## config.mk

```make
export PLATFORM = sky130hd
export DESIGN_NAME = fpadd_top
export DESIGN_NICKNAME = d
export VERILOG_FILES = /design/src/rtl/fpadd_pkg.sv /design/src/rtl/fpadd_align.sv /design/src/rtl/fpadd_sum.sv /design/src/rtl/fpadd_round.sv /design/src/rtl/fpadd_top.sv
export SDC_FILE = /design/constraint.sdc
export NUM_CORES = 1
export LEC_CHECK = 0
export ABC_AREA = 0
export BUFFER_PORTS_ARGS = -buffer_cell sky130_fd_sc_hd__buf_2
export CAP_MARGIN = 20
export CORE_UTILIZATION = 48
export CTS_CLUSTER_DIAMETER = 80
export DETAILED_ROUTE_END_ITERATION = 16
export PLACE_DENSITY_LB_ADDON = 0.2
export SLEW_MARGIN = 40
export SYNTH_ARGS = -nofsm -noshare
export SYNTH_HDL_FRONTEND = slang
export SYNTH_SLANG_ARGS = --single-unit
```

## constraint.sdc

```tcl
create_clock -name clk -period 0.8 [get_ports clk]
set_clock_uncertainty 0.15 [all_clocks]
set_input_delay 0.04 -clock clk [delete_from_list [all_inputs] [get_ports clk]]
set_output_delay 0.04 -clock clk [all_outputs]
set_load 0.02 [all_outputs]
```

## src/rtl/fpadd_pkg.sv

```systemverilog
package fpadd_pkg;

  typedef enum logic [1:0] {
    CLS_ZERO = 2'd0,
    CLS_NORM = 2'd1,
    CLS_INF  = 2'd2
  } fp_class_e;

endpackage

```

## src/rtl/fpadd_align.sv

```systemverilog
module fpadd_align
  import fpadd_pkg::*;
#(
  parameter int EXP_W  = 8,
  parameter int FRAC_W = 23
) (
  input  logic                     clk,
  input  logic                     rst_n,
  input  logic                     in_fire,
  input  logic [EXP_W+FRAC_W:0]    in_a,
  input  logic [EXP_W+FRAC_W:0]    in_b,
  input  logic                     in_op,
  output logic                     s1_valid,
  output logic                     s1_bypass,
  output logic [EXP_W+FRAC_W:0]    s1_res,
  output logic                     s1_sign,
  output logic                     s1_sub,
  output logic [EXP_W-1:0]         s1_exp,
  output logic [FRAC_W+2:0]        s1_big,
  output logic [FRAC_W+2:0]        s1_small
);

  localparam int W     = 1 + EXP_W + FRAC_W;
  localparam int EXT_W = FRAC_W + 3;
  localparam logic [EXP_W-1:0] EXP_ONES = '1;
  localparam logic [EXP_W-1:0] SH_LIM   = EXP_W'(EXT_W);
  localparam logic [W-1:0] NAN_CODE = {1'b0, EXP_ONES, 1'b1, {(FRAC_W-1){1'b0}}};

  logic              sa, sb;
  logic [EXP_W-1:0]  ea, eb, big_e, sml_e, diff;
  logic [FRAC_W-1:0] fa, fb;
  fp_class_e         cls_a, cls_b;
  logic              a_ge;
  logic [EXT_W-1:0]  big_m, sml_m, sml_sh;
  logic              bypass_d;
  logic [W-1:0]      res_d;

  always_comb begin
    sa = in_a[W-1];
    sb = in_b[W-1] ^ in_op;
    ea = in_a[W-2:FRAC_W];
    eb = in_b[W-2:FRAC_W];
    fa = in_a[FRAC_W-1:0];
    fb = in_b[FRAC_W-1:0];

    if (ea == '0)            cls_a = CLS_ZERO;
    else if (ea == EXP_ONES) cls_a = CLS_INF;
    else                     cls_a = CLS_NORM;
    if (eb == '0)            cls_b = CLS_ZERO;
    else if (eb == EXP_ONES) cls_b = CLS_INF;
    else                     cls_b = CLS_NORM;

    a_ge   = {ea, fa} >= {eb, fb};
    big_e  = a_ge ? ea : eb;
    sml_e  = a_ge ? eb : ea;
    big_m  = a_ge ? {1'b1, fa, 2'b00} : {1'b1, fb, 2'b00};
    sml_m  = a_ge ? {1'b1, fb, 2'b00} : {1'b1, fa, 2'b00};
    diff   = big_e - sml_e;
    sml_sh = (diff >= SH_LIM) ? '0 : (sml_m >> diff);

    bypass_d = 1'b1;
    res_d    = '0;
    if (cls_a == CLS_INF && cls_b == CLS_INF) begin
      res_d = (sa != sb) ? NAN_CODE : {sa, EXP_ONES, {FRAC_W{1'b0}}};
    end else if (cls_a == CLS_INF) begin
      res_d = {sa, EXP_ONES, {FRAC_W{1'b0}}};
    end else if (cls_b == CLS_INF) begin
      res_d = {sb, EXP_ONES, {FRAC_W{1'b0}}};
    end else if (cls_a == CLS_ZERO) begin
      res_d = (cls_b == CLS_ZERO) ? {sb, {(W-1){1'b0}}} : {sb, in_b[W-2:0]};
    end else if (cls_b == CLS_ZERO) begin
      res_d = in_a;
    end else begin
      bypass_d = 1'b0;
    end
  end

  always_ff @(posedge clk or negedge rst_n) begin
    if (!rst_n) s1_valid <= 1'b0;
    else        s1_valid <= in_fire;
  end

  always_ff @(posedge clk) begin
    if (in_fire) begin
      s1_bypass <= bypass_d;
      s1_res    <= res_d;
      s1_sign   <= a_ge ? sa : sb;
      s1_sub    <= sa ^ sb;
      s1_exp    <= big_e;
      s1_big    <= big_m;
      s1_small  <= sml_sh;
    end
  end

  AST_ALIGN_ORDER: assert property (@(posedge clk) disable iff (!rst_n)
    (s1_valid && !s1_bypass) |-> (s1_big >= s1_small));

endmodule

```

## src/rtl/fpadd_sum.sv

```systemverilog
module fpadd_sum #(
  parameter int EXP_W  = 8,
  parameter int FRAC_W = 23
) (
  input  logic                     clk,
  input  logic                     rst_n,
  input  logic                     s1_valid,
  input  logic                     s1_bypass,
  input  logic [EXP_W+FRAC_W:0]    s1_res,
  input  logic                     s1_sign,
  input  logic                     s1_sub,
  input  logic [EXP_W-1:0]         s1_exp,
  input  logic [FRAC_W+2:0]        s1_big,
  input  logic [FRAC_W+2:0]        s1_small,
  output logic                     s2_valid,
  output logic                     s2_bypass,
  output logic [EXP_W+FRAC_W:0]    s2_res,
  output logic                     s2_sign,
  output logic [EXP_W-1:0]         s2_exp,
  output logic [FRAC_W+3:0]        s2_sum
);

  localparam int SUM_W = FRAC_W + 4;

  logic [SUM_W-1:0] sum_d;

  always_comb begin
    if (s1_sub) sum_d = {1'b0, s1_big} - {1'b0, s1_small};
    else        sum_d = {1'b0, s1_big} + {1'b0, s1_small};
  end

  always_ff @(posedge clk or negedge rst_n) begin
    if (!rst_n) s2_valid <= 1'b0;
    else        s2_valid <= s1_valid;
  end

  always_ff @(posedge clk) begin
    if (s1_valid) begin
      s2_bypass <= s1_bypass;
      s2_res    <= s1_res;
      s2_sign   <= s1_sign;
      s2_exp    <= s1_exp;
      s2_sum    <= sum_d;
    end
  end

  AST_SUB_NO_BORROW: assert property (@(posedge clk) disable iff (!rst_n)
    (s1_valid && !s1_bypass && s1_sub) |=> !s2_sum[SUM_W-1]);

endmodule

```

## src/rtl/fpadd_round.sv

```systemverilog
module fpadd_round #(
  parameter int EXP_W  = 8,
  parameter int FRAC_W = 23
) (
  input  logic                     clk,
  input  logic                     rst_n,
  input  logic                     s2_valid,
  input  logic                     s2_bypass,
  input  logic [EXP_W+FRAC_W:0]    s2_res,
  input  logic                     s2_sign,
  input  logic [EXP_W-1:0]         s2_exp,
  input  logic [FRAC_W+3:0]        s2_sum,
  output logic                     out_valid,
  output logic [EXP_W+FRAC_W:0]    out_result,
  output logic                     out_overflow,
  output logic                     out_underflow
);

  localparam int W     = 1 + EXP_W + FRAC_W;
  localparam int MANT_W = FRAC_W + 1;
  localparam int EXT_W = FRAC_W + 3;
  localparam int SUM_W = FRAC_W + 4;
  localparam int LZW   = $clog2(EXT_W);
  localparam int XW    = EXP_W + 2;
  localparam logic [EXP_W-1:0]     EXP_ONES = '1;
  localparam logic signed [XW-1:0] E_TOP    = XW'((2**EXP_W) - 2);
  localparam logic signed [XW-1:0] E_ONE    = XW'(1);

  logic [LZW-1:0]         pos, lz;
  logic [EXT_W-1:0]       norm_m;
  logic signed [XW-1:0]   norm_e, fin_e;
  logic                   rnd_up, carry;
  logic [MANT_W:0]        mant_r;
  logic [FRAC_W-1:0]      frac;
  logic [W-1:0]           res_d;
  logic                   ovf_d, unf_d;

  always_comb begin
    pos = '0;
    for (int i = 0; i < EXT_W; i++) begin
      if (s2_sum[i]) pos = LZW'(i);
    end
    lz = LZW'(EXT_W - 1) - pos;

    if (s2_sum[SUM_W-1]) begin
      norm_m = s2_sum[SUM_W-1:1];
      norm_e = $signed({2'b00, s2_exp}) + E_ONE;
    end else begin
      norm_m = s2_sum[EXT_W-1:0] << lz;
      norm_e = $signed({2'b00, s2_exp}) - $signed({{(XW-LZW){1'b0}}, lz});
    end

    rnd_up = norm_m[1] & (norm_m[0] | norm_m[2]);
    mant_r = {1'b0, norm_m[EXT_W-1:2]} + {{MANT_W{1'b0}}, rnd_up};
    carry  = mant_r[MANT_W];
    frac   = carry ? mant_r[FRAC_W:1] : mant_r[FRAC_W-1:0];
    fin_e  = norm_e + $signed({{(XW-1){1'b0}}, carry});

    ovf_d = 1'b0;
    unf_d = 1'b0;
    if (s2_bypass) begin
      res_d = s2_res;
    end else if (s2_sum == '0) begin
      res_d = '0;
    end else if (fin_e > E_TOP) begin
      res_d = {s2_sign, EXP_ONES, {FRAC_W{1'b0}}};
      ovf_d = 1'b1;
    end else if (fin_e < E_ONE) begin
      res_d = {s2_sign, {(W-1){1'b0}}};
      unf_d = 1'b1;
    end else begin
      res_d = {s2_sign, fin_e[EXP_W-1:0], frac};
    end
  end

  always_ff @(posedge clk or negedge rst_n) begin
    if (!rst_n) out_valid <= 1'b0;
    else        out_valid <= s2_valid;
  end

  always_ff @(posedge clk) begin
    if (s2_valid) begin
      out_result    <= res_d;
      out_overflow  <= ovf_d;
      out_underflow <= unf_d;
    end
  end

  AST_HIDDEN_ONE: assert property (@(posedge clk) disable iff (!rst_n)
    (s2_valid && !s2_bypass && (s2_sum != '0)) |-> norm_m[EXT_W-1]);

endmodule

```

## src/rtl/fpadd_top.sv

```systemverilog
module fpadd_top #(
  parameter int EXP_W  = 8,
  parameter int FRAC_W = 23
) (
  input  logic                   clk,
  input  logic                   rst_n,
  input  logic                   in_valid,
  output logic                   in_ready,
  input  logic [EXP_W+FRAC_W:0]  in_a,
  input  logic [EXP_W+FRAC_W:0]  in_b,
  input  logic                   in_op,
  output logic                   out_valid,
  output logic [EXP_W+FRAC_W:0]  out_result,
  output logic                   out_overflow,
  output logic                   out_underflow
);

  localparam int W     = 1 + EXP_W + FRAC_W;
  localparam int EXT_W = FRAC_W + 3;
  localparam int SUM_W = FRAC_W + 4;

  logic [1:0] rst_pipe;
  logic       rst_n_i;
  logic       rdy_q;
  logic       in_fire;

  always_ff @(posedge clk or negedge rst_n) begin
    if (!rst_n) rst_pipe <= 2'b00;
    else        rst_pipe <= {rst_pipe[0], 1'b1};
  end
  assign rst_n_i = rst_pipe[1];

  always_ff @(posedge clk or negedge rst_n_i) begin
    if (!rst_n_i) rdy_q <= 1'b0;
    else          rdy_q <= 1'b1;
  end

  assign in_ready = rdy_q;
  assign in_fire  = in_valid & rdy_q;

  logic             s1_valid, s1_bypass, s1_sign, s1_sub;
  logic [W-1:0]     s1_res;
  logic [EXP_W-1:0] s1_exp;
  logic [EXT_W-1:0] s1_big, s1_small;

  logic             s2_valid, s2_bypass, s2_sign;
  logic [W-1:0]     s2_res;
  logic [EXP_W-1:0] s2_exp;
  logic [SUM_W-1:0] s2_sum;

  fpadd_align #(.EXP_W(EXP_W), .FRAC_W(FRAC_W)) align_i (
    .clk(clk), .rst_n(rst_n_i), .in_fire(in_fire),
    .in_a(in_a), .in_b(in_b), .in_op(in_op),
    .s1_valid(s1_valid), .s1_bypass(s1_bypass), .s1_res(s1_res),
    .s1_sign(s1_sign), .s1_sub(s1_sub), .s1_exp(s1_exp),
    .s1_big(s1_big), .s1_small(s1_small)
  );

  fpadd_sum #(.EXP_W(EXP_W), .FRAC_W(FRAC_W)) sum_i (
    .clk(clk), .rst_n(rst_n_i),
    .s1_valid(s1_valid), .s1_bypass(s1_bypass), .s1_res(s1_res),
    .s1_sign(s1_sign), .s1_sub(s1_sub), .s1_exp(s1_exp),
    .s1_big(s1_big), .s1_small(s1_small),
    .s2_valid(s2_valid), .s2_bypass(s2_bypass), .s2_res(s2_res),
    .s2_sign(s2_sign), .s2_exp(s2_exp), .s2_sum(s2_sum)
  );

  fpadd_round #(.EXP_W(EXP_W), .FRAC_W(FRAC_W)) round_i (
    .clk(clk), .rst_n(rst_n_i),
    .s2_valid(s2_valid), .s2_bypass(s2_bypass), .s2_res(s2_res),
    .s2_sign(s2_sign), .s2_exp(s2_exp), .s2_sum(s2_sum),
    .out_valid(out_valid), .out_result(out_result),
    .out_overflow(out_overflow), .out_underflow(out_underflow)
  );

  AST_LATENCY_THREE: assert property (@(posedge clk) disable iff (!rst_n_i)
    in_fire |-> ##3 out_valid);

  AST_OVF_IS_INF: assert property (@(posedge clk) disable iff (!rst_n_i)
    (out_valid && out_overflow) |-> (out_result[W-2:FRAC_W] == '1 && out_result[FRAC_W-1:0] == '0));

  AST_UNF_IS_ZERO: assert property (@(posedge clk) disable iff (!rst_n_i)
    (out_valid && out_underflow) |-> (out_result[W-2:0] == '0));

  AST_FLAGS_EXCL: assert property (@(posedge clk) disable iff (!rst_n_i)
    out_valid |-> !(out_overflow && out_underflow));

endmodule

```

==> results.md <==
- Status: finished with violations
- Failing checks: negative hold slack, negative setup slack
- CTS buffer count: 23
- Period utilization: 8.00
- WHS: -0.230 ns
- Post-synthesis sequential area ratio: 0.391
- Mapped Cells: ~1600
- Footprint of the multi-input gates: roughly 11000 um2
- RSZ-0062 raised after global routing: true
- Net Sw Frac: 0.379
- Worst path max stage delay: 0.55 ns
- Final setup margin: -5.60 ns
- Routed WL per cell: 22.6 um
- Nets: about 2500
- Main synth FF type: edfxtp_1
- Die width: roughly 180 um
- VDD IR-drop max: 1740 uV
- Met2 Usage GRT: 0.609
- Crit. End Element: flip-flop
- CTS Buffer Depth: 3
- Crit path max fanout: 9
- Worst r2r src: sum_i.s2_sum[8]
- Detail Route Antenna Nets: 0
- Total Routing Usage GR: 0.352
- Gr busiest metal: met2
- Routed wire length: 62500 um
- Share of cells above drive strength 1: 0.528
- CP dominant cell by count: or4_4
- GPL Wtd Cong: 0.995
- Final hold violations: 71
- Syn Area/Cell: 9.63 um2
- R2R cell count: 25
- Part of the power in registers: 0.250
- HP Class: in -> reg
- First-pass GRT wire length: 89300 um
- Setup CP Type: reg -> reg
- Net Switching: ~19 mW
- Relative slew slack: 0.574
- FF-to-FF End: round_i.out_result[25]
- Clock group share of total power: 0.196
- Root Driver: clkbuf_16
- CP max stage cell: or4_4
- Commonest non-fill, non-tap cells in the layout: buf_4, edfxtp_1, nand2_1
- Worst skew pair latency: about 0.54 ns
- Fmax: 156 MHz
- HPWL after DPL: about 44000 um
- Synth async-reset ratio: 0.0299
- Kind of start point of the critical path: flip-flop
- Iteration-0 DRC count of the detailed router: between 1500 and 2000
- Initial antenna violation count: 4
- Commonest non-fill, non-tap cell in the layout: buf_4
- Met1 usage: 0.438
- Pin count of the biggest net entering global routing: 36
- Num Clock Sinks: ~200
- Critical Path AT: 6.51 ns
- Vias per cell: between 6 and 7
- Starting Density: 0.488
- Yosys reg bits: 201
- Final cell count without fillers: around 2800
- TNS Setup: -490.44 ns
- Flip-flop and latch area: about 6000 um2
- Hold buffers post-CTS: 2
- Slack of the worst reg-to-reg path: -5.60 ns
- Leakage dissipation: between 10 and 15 nW
- Placed cell count: roughly 2600
- Combinational share of power: 0.554
- PortBufs: around 100
- Max Slew Vio Count: 0
- H-tree levels: 1
- Via count: about 17000
- CP required: just over 0.9 ns
- Worst Tran Pin Value: ~0.63 ns
- TritonCTS clock tree: yes
- DRC viols: 0
- Internal power: between 30 and 40 mW
- Overflow left after global routing: 0
- Pre-Repair DR Iteration Count: 6
- Pwr per Cell Area: slightly above 2000 nW/um2
- Die H: 181 um
- Ys Warns: 0
- Netlist Area Pre-Place: ~15000 um2
- Min Tclk post-route: roughly 6.4 ns
- Clock transition at the registers of the reported paths: 0.06 ns
- GR Layer Usage met3: 0.0381
- Fill cells: around 1900
- Hold endpoint: align_i.s1_sub
- Yosys cell types: roughly 100
- Core Footprint: between 30000 and 40000 um2
- Die area: around 33000 um2
- Number of global-route vias before repair: approximately 16000
- Std cell rows: 65
- Hold path start: in_a[31]
- Number of flops mapped to enable cells by yosys: 195
- Io pins: around 100
- Max Cap Violations: 0
- Final setup vio count: around 400
- P&R area growth vs syn: 62.0%
- WHS Path Cells: 2
how the worst max path moves through the flow:
stage / from / end / slack [ns] / cells past startpoint
2_1_floorplan: sum_i.s2_sum[22] / round_i.out_result[18] / -6.39 / 34
3_3_place_gp: sum_i.s2_sum[8] / round_i.out_result[17] / -5.91 / 23
3_5_place_dp: sum_i.s2_sum[8] / round_i.out_result[3] / -6.10 / 26
4_1_cts: sum_i.s2_sum[18] / round_i.out_result[25] / -5.56 / 25
5_1_grt: sum_i.s2_sum[22] / round_i.out_result[7] / -5.76 / 26
6_report: sum_i.s2_sum[8] / round_i.out_result[25] / -5.60 / 25
power by group through the flow:
stage / sequential [mW] / clock, mW / combinational (mW)
after floorplan: 13.1 / 0 / 11.9
after global placement: 12.9 / 0 / 22.3
after detailed placement: 12.9 / 0 / 22.5
after CTS: 12.7 / 10.0 / 25.3
after global routing: 12.8 / 10.4 / 29.5
final: 12.7 / 9.95 / 28.2
synthesized netlist by cell type (35+ instances only):
cell,instances,area (um2)
clkbuf_1,58,218
nand2_1,152,571
a21oi_1,80,400
nor2_1,120,450
nand3_1,50,250
ha_1,68,851
xnor2_1,63,552
o211ai_1,35,263
edfxtp_1,195,5860
mux2i_1,72,721
o21ai_0,93,465
inv_1,73,274
final cells by class:
cell class	instances	area share
flip-flops and latches	201	0.242
diodes	2	0.000201
repair buffers	805	0.259
clock inverters	11	0.00443
inverters	79	0.0131
clock buffers	31	0.0247
well taps	402	0.0202
multi-input cells	1234	0.436
repair inverters	1	0.000352
critical path, delay by kind of cell, from the launching register on:
kind | cells | cell delay [ns]
and+or+nand+nor | 11 | 2.87
xor gates and xnor gates | 2 | 0.28
DFF | 1 | 0.39
buffers and inverters | 5 | 0.76
AOI/OAI and AO/OA | 5 | 1.33
adders and majority gates | 2 | 0.36
logic make-up after synthesis:
kind of cell	after synthesis	synth area share
xor gates and xnor gates	82	0.0480
adders and majority gates	69	0.0567
muxes	100	0.0777
AOI/OAI and AO/OA	454	0.210
and+or+nand+nor	525	0.173
DFF	201	0.391
other	1	0.000244
buffers and inverters	162	0.0436
registers in the layout, indices dropped and copies added (netlist names), 2 cells and up:
signal / count
align_i.s1_small: 26
align_i.s1_big: 23
sum_i.s2_sum: 27
align_i.s1_res: 32
round_i.out_result: 32
sum_i.s2_exp: 8
rst_pipe: 2
align_i.s1_exp: 8
sum_i.s2_res: 32
metal layers:
metal,share of wire,wire [um],vias up
met5,0.00021,13,-
met4,0.058,3630,2
met3,0.069,4300,254
met2,0.49,30700,900
met1,0.38,23900,8223
li1,-,-,7636
stage by stage:
stage | worst slack, ns | cell area (um2) | util | hold WS, ns | power [mW]
floorplan | -6.39 | 16400 | - | -0.406 | 25.0
global placement | -5.91 | 21300 | 0.677 | -0.326 | 35.2
detailed placement | -6.10 | 21300 | 0.677 | -0.318 | 35.4
CTS | -5.56 | 23800 | 0.756 | -0.269 | 48.1
global route | -5.76 | 24900 | 0.790 | -0.241 | 52.7
finish | -5.60 | 24900 | 0.790 | -0.230 | 50.9
repair_timing:
item,4_1_cts,5_1_grt
cloned,9,3
setup buffers,62,59
resized for setup,261,180
pin swaps,92,101
setup endpoints to repair,395,404
endpoints found under the hold margin,73,71
No activity file was read; power rests on OpenSTA's default activity.
